==> src/rtl/irq_flag_pkg.sv <==
package irq_flag_pkg;
  localparam int REG_W    = 8;
  localparam int NIB_W    = 4;
  localparam int B_PC_F   = 0;
  localparam int B_PIN_F  = 1;
  localparam int B_TMR_F  = 2;
  localparam int B_PC_E   = 3;
  localparam int B_PIN_E  = 4;
  localparam int B_TMR_E  = 5;
  localparam int B_RSVD   = 6;
  localparam int B_GIE    = 7;
  localparam int N_SRC    = 3;
  localparam logic [REG_W-1:0] WR_MASK = ~(REG_W'(1) << B_RSVD);
endpackage

==> src/rtl/irq_sync.sv <==
module irq_sync #(
  parameter int W      = 1,
  parameter int STAGES = 2
) (
  input  logic         clk,
  input  logic         rst,
  input  logic [W-1:0] d,
  output logic [W-1:0] q
);
  logic [W-1:0] stage_q [STAGES];

  genvar g;
  generate
    for (g = 0; g < STAGES; g++) begin : g_stage
      if (g == 0) begin : g_first
        always_ff @(posedge clk) begin
          if (rst) stage_q[g] <= '0;
          else     stage_q[g] <= d;
        end
      end else begin : g_next
        always_ff @(posedge clk) begin
          if (rst) stage_q[g] <= '0;
          else     stage_q[g] <= stage_q[g-1];
        end
      end
    end
  endgenerate

  assign q = stage_q[STAGES-1];
endmodule

==> src/rtl/pin_edge_det.sv <==
module pin_edge_det #(
  parameter int SYNC_STAGES = 2
) (
  input  logic clk,
  input  logic rst,
  input  logic pin,
  input  logic rise_sel,
  output logic hit
);
  logic pin_s;
  logic pin_prev;

  irq_sync #(.W(1), .STAGES(SYNC_STAGES)) u_sync (
    .clk (clk),
    .rst (rst),
    .d   (pin),
    .q   (pin_s)
  );

  always_ff @(posedge clk) begin
    if (rst) pin_prev <= 1'b0;
    else     pin_prev <= pin_s;
  end

  // active edge: level moved and now equals the selected polarity
  assign hit = (pin_s ^ pin_prev) & ~(pin_s ^ rise_sel);
endmodule

==> src/rtl/nib_change_det.sv <==
module nib_change_det #(
  parameter int W           = 4,
  parameter int SYNC_STAGES = 2
) (
  input  logic         clk,
  input  logic         rst,
  input  logic [W-1:0] pins,
  input  logic         snap,
  output logic         diff
);
  logic [W-1:0] pins_s;
  logic [W-1:0] ref_q;

  irq_sync #(.W(W), .STAGES(SYNC_STAGES)) u_sync (
    .clk (clk),
    .rst (rst),
    .d   (pins),
    .q   (pins_s)
  );

  always_ff @(posedge clk) begin
    if (rst)       ref_q <= '0;
    else if (snap) ref_q <= pins_s;
  end

  assign diff = |(pins_s ^ ref_q);
endmodule

==> src/rtl/irq_ctl_reg.sv <==
module irq_ctl_reg
  import irq_flag_pkg::*;
(
  input  logic             clk,
  input  logic             rst,
  input  logic [N_SRC-1:0] hw_set,
  input  logic             wr_en,
  input  logic [REG_W-1:0] wr_data,
  input  logic             ack,
  input  logic             ret,
  output logic [REG_W-1:0] ctl_q
);
  logic [REG_W-1:0] ctl_d;

  always_comb begin
    ctl_d = ctl_q;
    if (wr_en) ctl_d = wr_data & WR_MASK;
    if (ack)
      ctl_d[B_GIE] = 1'b0;
    else if (ret && !wr_en)
      ctl_d[B_GIE] = 1'b1;
    // hardware set is applied last so it overrides a software clear
    ctl_d[N_SRC-1:0] = ctl_d[N_SRC-1:0] | hw_set;
  end

  always_ff @(posedge clk) begin
    if (rst) ctl_q <= '0;
    else     ctl_q <= ctl_d;
  end
endmodule

==> src/rtl/irq_out_gen.sv <==
module irq_out_gen
  import irq_flag_pkg::*;
(
  input  logic             clk,
  input  logic             rst,
  input  logic [REG_W-1:0] ctl,
  input  logic             sleeping,
  output logic             irq_req,
  output logic             vec_req,
  output logic             wake_req
);
  logic pend;
  logic glob;

  assign pend = |(ctl[N_SRC-1:0] & ctl[B_PC_E +: N_SRC]);
  assign glob = ctl[B_GIE] & pend;

  always_ff @(posedge clk) begin
    if (rst) begin
      irq_req  <= 1'b0;
      vec_req  <= 1'b0;
      wake_req <= 1'b0;
    end else begin
      irq_req  <= glob;
      vec_req  <= glob & ~sleeping;
      wake_req <= pend & sleeping;
    end
  end
endmodule

==> src/rtl/irq_flag_ctl.sv <==
module irq_flag_ctl
  import irq_flag_pkg::*;
#(
  parameter int SYNC_STAGES = 2
) (
  input  logic             clk,
  input  logic             rst,
  input  logic             ext_pin,
  input  logic             edge_rise,
  input  logic             tmr_wrap,
  input  logic [NIB_W-1:0] port_hi,
  input  logic             port_rd,
  input  logic             reg_wr,
  input  logic [REG_W-1:0] wr_data,
  output logic [REG_W-1:0] rd_data,
  input  logic             int_ack,
  input  logic             reti,
  input  logic             sleeping,
  output logic             irq_req,
  output logic             vec_req,
  output logic             wake_req
);
  logic             pin_hit;
  logic             nib_diff;
  logic [N_SRC-1:0] hw_set;
  logic [REG_W-1:0] ctl;

  pin_edge_det #(.SYNC_STAGES(SYNC_STAGES)) u_pin (
    .clk      (clk),
    .rst      (rst),
    .pin      (ext_pin),
    .rise_sel (edge_rise),
    .hit      (pin_hit)
  );

  nib_change_det #(.W(NIB_W), .SYNC_STAGES(SYNC_STAGES)) u_nib (
    .clk  (clk),
    .rst  (rst),
    .pins (port_hi),
    .snap (port_rd),
    .diff (nib_diff)
  );

  always_comb begin
    hw_set          = '0;
    hw_set[B_PC_F]  = nib_diff;
    hw_set[B_PIN_F] = pin_hit;
    hw_set[B_TMR_F] = tmr_wrap;
  end

  irq_ctl_reg u_reg (
    .clk     (clk),
    .rst     (rst),
    .hw_set  (hw_set),
    .wr_en   (reg_wr),
    .wr_data (wr_data),
    .ack     (int_ack),
    .ret     (reti),
    .ctl_q   (ctl)
  );

  irq_out_gen u_out (
    .clk      (clk),
    .rst      (rst),
    .ctl      (ctl),
    .sleeping (sleeping),
    .irq_req  (irq_req),
    .vec_req  (vec_req),
    .wake_req (wake_req)
  );

  assign rd_data = ctl;
endmodule

==> config.mk <==
export PLATFORM = sky130hd
export DESIGN_NAME = irq_flag_ctl
export DESIGN_NICKNAME = d
export VERILOG_FILES = /design/src/rtl/irq_flag_pkg.sv /design/src/rtl/irq_sync.sv /design/src/rtl/pin_edge_det.sv /design/src/rtl/nib_change_det.sv /design/src/rtl/irq_ctl_reg.sv /design/src/rtl/irq_out_gen.sv /design/src/rtl/irq_flag_ctl.sv
export SDC_FILE = /design/constraint.sdc
export NUM_CORES = 1
export LEC_CHECK = 0
export BUFFER_PORTS_ARGS = -buffer_cell sky130_fd_sc_hd__buf_2
export CAP_MARGIN = 20
export CORE_MARGIN = 10
export CORE_UTILIZATION = 40
export DETAILED_ROUTE_END_ITERATION = 8
export GPL_ROUTABILITY_DRIVEN = 0
export PLACE_DENSITY_LB_ADDON = 0.15
export REMOVE_ABC_BUFFERS = 1
export SETUP_SLACK_MARGIN = 0.1
export SYNTH_ARGS = -nofsm -noshare
export SYNTH_HDL_FRONTEND = slang
export SYNTH_SLANG_ARGS = --single-unit
==> constraint.sdc <==
create_clock -name clk -period 1.7 [get_ports clk]
set_clock_uncertainty 0.1 [all_clocks]
set_input_delay 0.085 -clock clk [delete_from_list [all_inputs] [get_ports clk]]
set_output_delay 0.085 -clock clk [all_outputs]
set_load 0.02 [all_outputs]
==> results.cfg, run 1 <==
[power_and_ir_drop]
leakage_nw = 0.588
ir_worst_vdd_mv = 0.473
p_per_area_nw_per_um2 = 842

[setup_path]
endpoint_kind = flop
required_ns = 1.79
crit_chain = nor2b_1, a211oi_1, dlygate4sd3_1, nor2_1
critPathKind = flop to flop
max_stage_delay_ns = 0.59
critPathBufInv = 1
cp_max_fo = 3
start_kind = flop
slowest_stage = dlygate4sd3_1
crit_cells = 4
crit_arrival_ns = 1.58
ff2ff_path_depth = 4
critPathTopFamily = buffers and inverters

[clock_network]
insertion_delay_ns = 0.30
cts_tree = yes
cts-root-buf = clkbuf_4
clkTransAtPathRegs_ns = 0.12
cts_buffers = 3
htree_levels = 1
cts.path.max_buffers = 2
cts.sinks = 25

[timing]
fin_crit_sh = 0.872
rsz0062_at_grt = no
max_freq_ghz = 0.674
finalSetupViolations = 0
final_max_slew_viol_count = 0
finalWorstSetupSlack_ns = 0.217
final_hold_viol_count = 0
period_needed_ns = 1.48
tns_ns = 0

[grt]
grt_max_degree = 25
grt_pass1_wl_um = 2950
grt_util_all_layers = 0.0846
grt_pass1_vias = 708
grt_overflow = 0
antenna_found_initial = 0

[die]
dieArea_um2 = 4430
die_w_um = 66.6
dieHeight_um = 66.6
pin_count = 33
placement_rows = 16
initial_core_util = 0.433
core-area_um2 = 2000

[routing]
routed_via_density = 4.37
wl_per_cell_um = 11.6
drcViolationCount = 0
drt_first_iter_violations = 14
drtPass1Iterations = 4
routed_wl_um = 1760
antenna_left = 0
vias = 660

[synthesis]
syn-instance-count = 79
yosysWarnings = 0
ys_seq_area_frac = 0.577
synth.avg_cell_area_um2 = 11.0
synth_seq_cells = 25
syn-cell-area_um2 = 867
synth_top_area_frac = 0.577
synthTopCellsByArea = dfxtp_1 58%, mux2i_1 10%, nor2b_1 5.1%, and2b_1 4.3%, nor2_1 4.3%
synth_area_leader_cell = dfxtp_1
synth_cell_types = 21

[cells_and_area]
drive_above_1_share = 0.282
areaGrowthSynthToFinish_pct = 39.7
nNetsFinal = 147
antenna_cells = 0
postLayoutCoreUtil = 0.605

[placement]
dp_hpwl_um = 1270
io_buffer_count = 30
place_ws_ns = 0.500

[status]
outcome = complete, no violations

[worst_hold_path]
holdPathStages = 3
hold_class = primary input to flop

[job]
maxCapViolCount = 0
-- final timing paths --
path                                                         start                                 end  slack [ns]
worst max-delay path                     u_reg.ctl_q[2]$_SDFF_PP0_           u_reg.ctl_q[2]$_SDFF_PP0_        0.22
worst min-delay path                                       port_rd         u_nib.ref_q[1]$_SDFFE_PP0P_        0.02
worst max register to register           u_reg.ctl_q[2]$_SDFF_PP0_           u_reg.ctl_q[2]$_SDFF_PP0_        0.22
worst min register to register  u_pin.u_sync.stage_q[0]$_SDFF_PP0_  u_pin.u_sync.stage_q[1]$_SDFF_PP0_        0.35
-- through the flow --
step | power (mW) | instance area (um^2) | cells | hold WS, ns
floorplan | 0.696 | 840 | 74 | 0.0539
global placement | 0.751 | 1020 | 131 | 0.161
detailed placement | 0.753 | 1020 | 131 | 0.167
CTS | 1.03 | 1210 | 151 | 0.00810
global route | 1.06 | 1210 | 151 | 0.0471
finish | 1.02 | 1210 | 151 | 0.0178
-- registers in the layout (all words and copies together), names as in the netlist --
name                  flops
u_nib.ref_q               4
u_nib.u_sync.stage_q      8
u_out.irq_req             1
u_out.vec_req             1
u_out.wake_req            1
u_pin.pin_prev            1
u_pin.u_sync.stage_q      2
u_reg.ctl_q               7
-- metal layers --
layer / GRT usage / up-vias / part of all wire
met4: 0.0471 / 0 / 0.0074
li1: - / 348 / -
met3: 0.0318 / 2 / 0.076
met5: 0 / - / 0
met1: 0.0856 / 294 / 0.39
met2: 0.146 / 16 / 0.52
-- cells in the mapped netlist (all sizes together) --
cell type and n:
a211oi 1, buf 3, a2111oi 1, nor2 10, nor4b 1, clkbuf 2
dfxtp 25, a222oi 1, and2 2, nand2 1, nand3b 1, conb 1
nor2b 7, a31oi 2, nor3 2, mux2i 9, xor2 3, and2b 5
xnor2 1, inv 1
-- power breakdown --
part,internal (mW),switching (mW),total [mW],leakage [nW]
Clock,0.0915,0.159,0.251,0.0150
Sequential,0.613,0.0146,0.627,0.206
Combinational,0.0779,0.0635,0.141,0.367
-- cell type report --
class | count | area, um^2
multi-input combinational | 48 | 335
tap | 27 | 33.8
inverter | 1 | 3.75
sequential | 25 | 502
timing repair buffer | 46 | 310
fill | 182 | 791
clock buffer | 4 | 26.3
-- tightest hold or removal path, cell delays in order --
cell	delay [ns]
buf_2	0.15
mux2i_1	0.09
nor2_1	0.07
-- cells by family after synthesis --
| group | share of synthesized area |
|---|---|
| simple gates | 0.186 |
| buf+inv | 0.0361 |
| xor+xnor | 0.0404 |
| other cells | 0.00432 |
| compound gates | 0.0519 |
| flops | 0.577 |
| mux | 0.104 |
-- layout by cell type (no fill, tap or decap), drive strengths merged --
cell / instances
a2111oi: 1
a211oi: 1
a222oi: 1
a31oi: 2
and2: 2
and2b: 5
buf: 30
clkbuf: 4
conb: 1
dfxtp: 25
dlygate4sd3: 16
inv: 1
mux2i: 9
nand2: 1
nand3b: 1
nor2: 10
nor2b: 7
nor3: 2
nor4b: 1
xnor2: 1
xor2: 3
-- timing repair --
item,4_1_cts,5_1_grt
gates resized for setup,0,1
setup buffers,0,0
endpoints found under the hold margin,14,0
hold buffers,16,0
endpoints found under the setup margin,0,1
(Power assumes the default switching activity.)
==> inputs of run 2 (changes only) <==
--- a/config.mk
+++ b/config.mk
@@ -8,7 +8,7 @@
 export BUFFER_PORTS_ARGS = -buffer_cell sky130_fd_sc_hd__buf_2
 export CAP_MARGIN = 20
 export CORE_MARGIN = 10
-export CORE_UTILIZATION = 40
+export CORE_UTILIZATION = 49
 export DETAILED_ROUTE_END_ITERATION = 8
 export GPL_ROUTABILITY_DRIVEN = 0
 export PLACE_DENSITY_LB_ADDON = 0.15
==> run 2 against run 1 <==
Net effect: clock-buffer cell count stayed put; sequential power about the same; final cell count shrank 1.3%; critical path depth fell by 1; die area fell by 13%; sequential share of layout area increased by 0.086 points; total power is 0.20% higher; cell area is 0.21% lower; via count shrank 0.61%; critical path type unchanged; largest cell class unchanged.
==> results.cfg, run 2 (same netlist as run 1, synthesis figures left out) <==
[setup_path]
start_kind = flop
crit_arrival_ns = 1.62
endpoint_kind = flop
critPathTopFamily = buffers and inverters
critPathKind = flop to flop
max_stage_delay_ns = 0.58
slowest_stage = dlygate4sd3_1
required_ns = 1.86
cp_max_fo = 4
critPathBufInv = 1
crit_chain = nor3_1, a2111oi_2, dlygate4sd3_1

[power_and_ir_drop]
clockPowerShare = 0.248
p_sw_frac = 0.234
power_frac_comb = 0.138
p_int_mw = 0.782
pwr-share-seq = 0.614
p_sw_mw = 0.239
ir_worst_vdd_mv = 0.574
p_per_area_nw_per_um2 = 845
leakage_nw = 0.588

[timing]
max_freq_ghz = 0.686
holdWs_ns = 0.00708
tns_ns = 0
final_hold_viol_count = 0
final_max_slew_viol_count = 0
period_needed_ns = 1.46
finalSetupViolations = 0
fin_crit_sh = 0.857
rsz0062_at_grt = no

[cells_and_area]
reg_top3 = u_nib.u_sync.stage_q (8), u_reg.ctl_q (7), u_nib.ref_q (4)
areaGrowthSynthToFinish_pct = 39.4
largest_reg_flops = 8
drive_above_1_share = 0.282
nFillCells = 136
layout_common_cells = 30 x buf_2, 24 x dfxtp_1, 16 x dlygate4sd3_1, 10 x nor2_1, 9 x mux2i_1
regMostFlops = u_nib.u_sync.stage_q
nNetsFinal = 147
antenna_cells = 0
final_common_cell = buf_2

[clock_network]
cts_tree = yes
cts-root-buf = clkbuf_4
postCtsSetupRepairBufs = 0
clkTransAtPathRegs_ns = 0.12
insertion_delay_ns = 0.31
cts_buffers = 3
htree_levels = 1
cts.path.max_buffers = 2
cts.sinks = 25

[grt]
grt_util_all_layers = 0.103
grt_pass1_wl_um = 2890
grt_overflow = 0
grt_max_degree = 25
antenna_found_initial = 0
grt_pass1_vias = 717

[die]
core-area_um2 = 1710
dieArea_um2 = 3850
initial_core_util = 0.508
die_w_um = 62.1
dieHeight_um = 62.1
placement_rows = 15
pin_count = 33

[routing]
routed_via_density = 4.40
antenna_left = 0
wl_per_cell_um = 12.2
drcViolationCount = 0
drt_first_iter_violations = 21
drtPass1Iterations = 4
vias = 656
routed_wl_um = 1820

[placement]
io_buffer_count = 30
dp_hpwl_um = 1290

[worst_hold_path]
hold_class = primary input to flop

[status]
outcome = complete, no violations

[job]
maxCapViolCount = 0
==> run 2: cell counts in the layout (fill, tap and decap cells not counted) <==
Identical to the previous run, type by type.
==> run 2: power groups by stage <==
stage	Clock (mW)	Combinational [mW]	Sequential, mW
3_3_place_gp	0	0.110	0.639
6_report	0.253	0.141	0.627
2_1_floorplan	0	0.0424	0.654
4_1_cts	0.272	0.143	0.627
3_5_place_dp	0	0.113	0.640
5_1_grt	0.291	0.157	0.631
==> run 2: what timing repair did <==
action                     CTS  global route
setup endpoints to repair    0             1
resized for setup            0             1
hold buffers                16             0
hold endpoints to repair    14             0
==> run 2: metrics by stage <==
| stage | power, mW | std cells | utilization | setup WS, ns | instance area, um^2 |
|---|---|---|---|---|---|
| global route | 1.08 | 149 | 0.708 | 0.120 | 1210 |
| CTS | 1.04 | 149 | 0.707 | 0.198 | 1210 |
| finish | 1.02 | 149 | 0.708 | 0.243 | 1210 |
| detailed placement | 0.753 | 129 | 0.598 | 0.522 | 1020 |
| floorplan | 0.696 | 74 | - | 0.509 | 840 |
| global placement | 0.749 | 129 | 0.598 | 0.533 | 1020 |
==> run 2: worst register-to-register path, cell delays in order, from the launching register on <==
cell and delay, ns:
dfxtp_2 0.37, nor3_1 0.06, a2111oi_2 0.31, dlygate4sd3_1 0.58
==> run 2: worst paths after layout <==
check        cells after the start                                    end                             startpoint  slack [ns]
min reg2reg                      1  u_nib.u_sync.stage_q[1][1]$_SDFF_PP0_  u_nib.u_sync.stage_q[0][1]$_SDFF_PP0_        0.35
min                              3            u_nib.ref_q[0]$_SDFFE_PP0P_                                port_rd       0.007
max                              3            u_reg.ctl_q[7]$_SDFFE_PP0P_            u_reg.ctl_q[7]$_SDFFE_PP0P_        0.24
max reg2reg                      3            u_reg.ctl_q[7]$_SDFFE_PP0P_            u_reg.ctl_q[7]$_SDFFE_PP0P_        0.24
==> run 2: cell type report <==
class                           instances  area [um^2]  area share
Sequential cell                        25          502       0.415
Clock buffer                            4         26.3      0.0217
Multi-Input combinational cell         48          335       0.277
Timing Repair Buffer                   46          310       0.257
Tap cell                               25         31.3      0.0259
Inverter                                1         3.75     0.00311
==> run 2: routing by layer <==
metal / vias to the layer above / share of wire / routed length (um) / GRT usage
li1: 348 / - / - / -
met1: 288 / 0.42 / 762 / 0.104
met2: 16 / 0.50 / 908 / 0.181
met3: 4 / 0.067 / 121 / 0.0366
met4: 0 / 0.014 / 25 / 0.0573
met5: - / 0 / 0 / 0
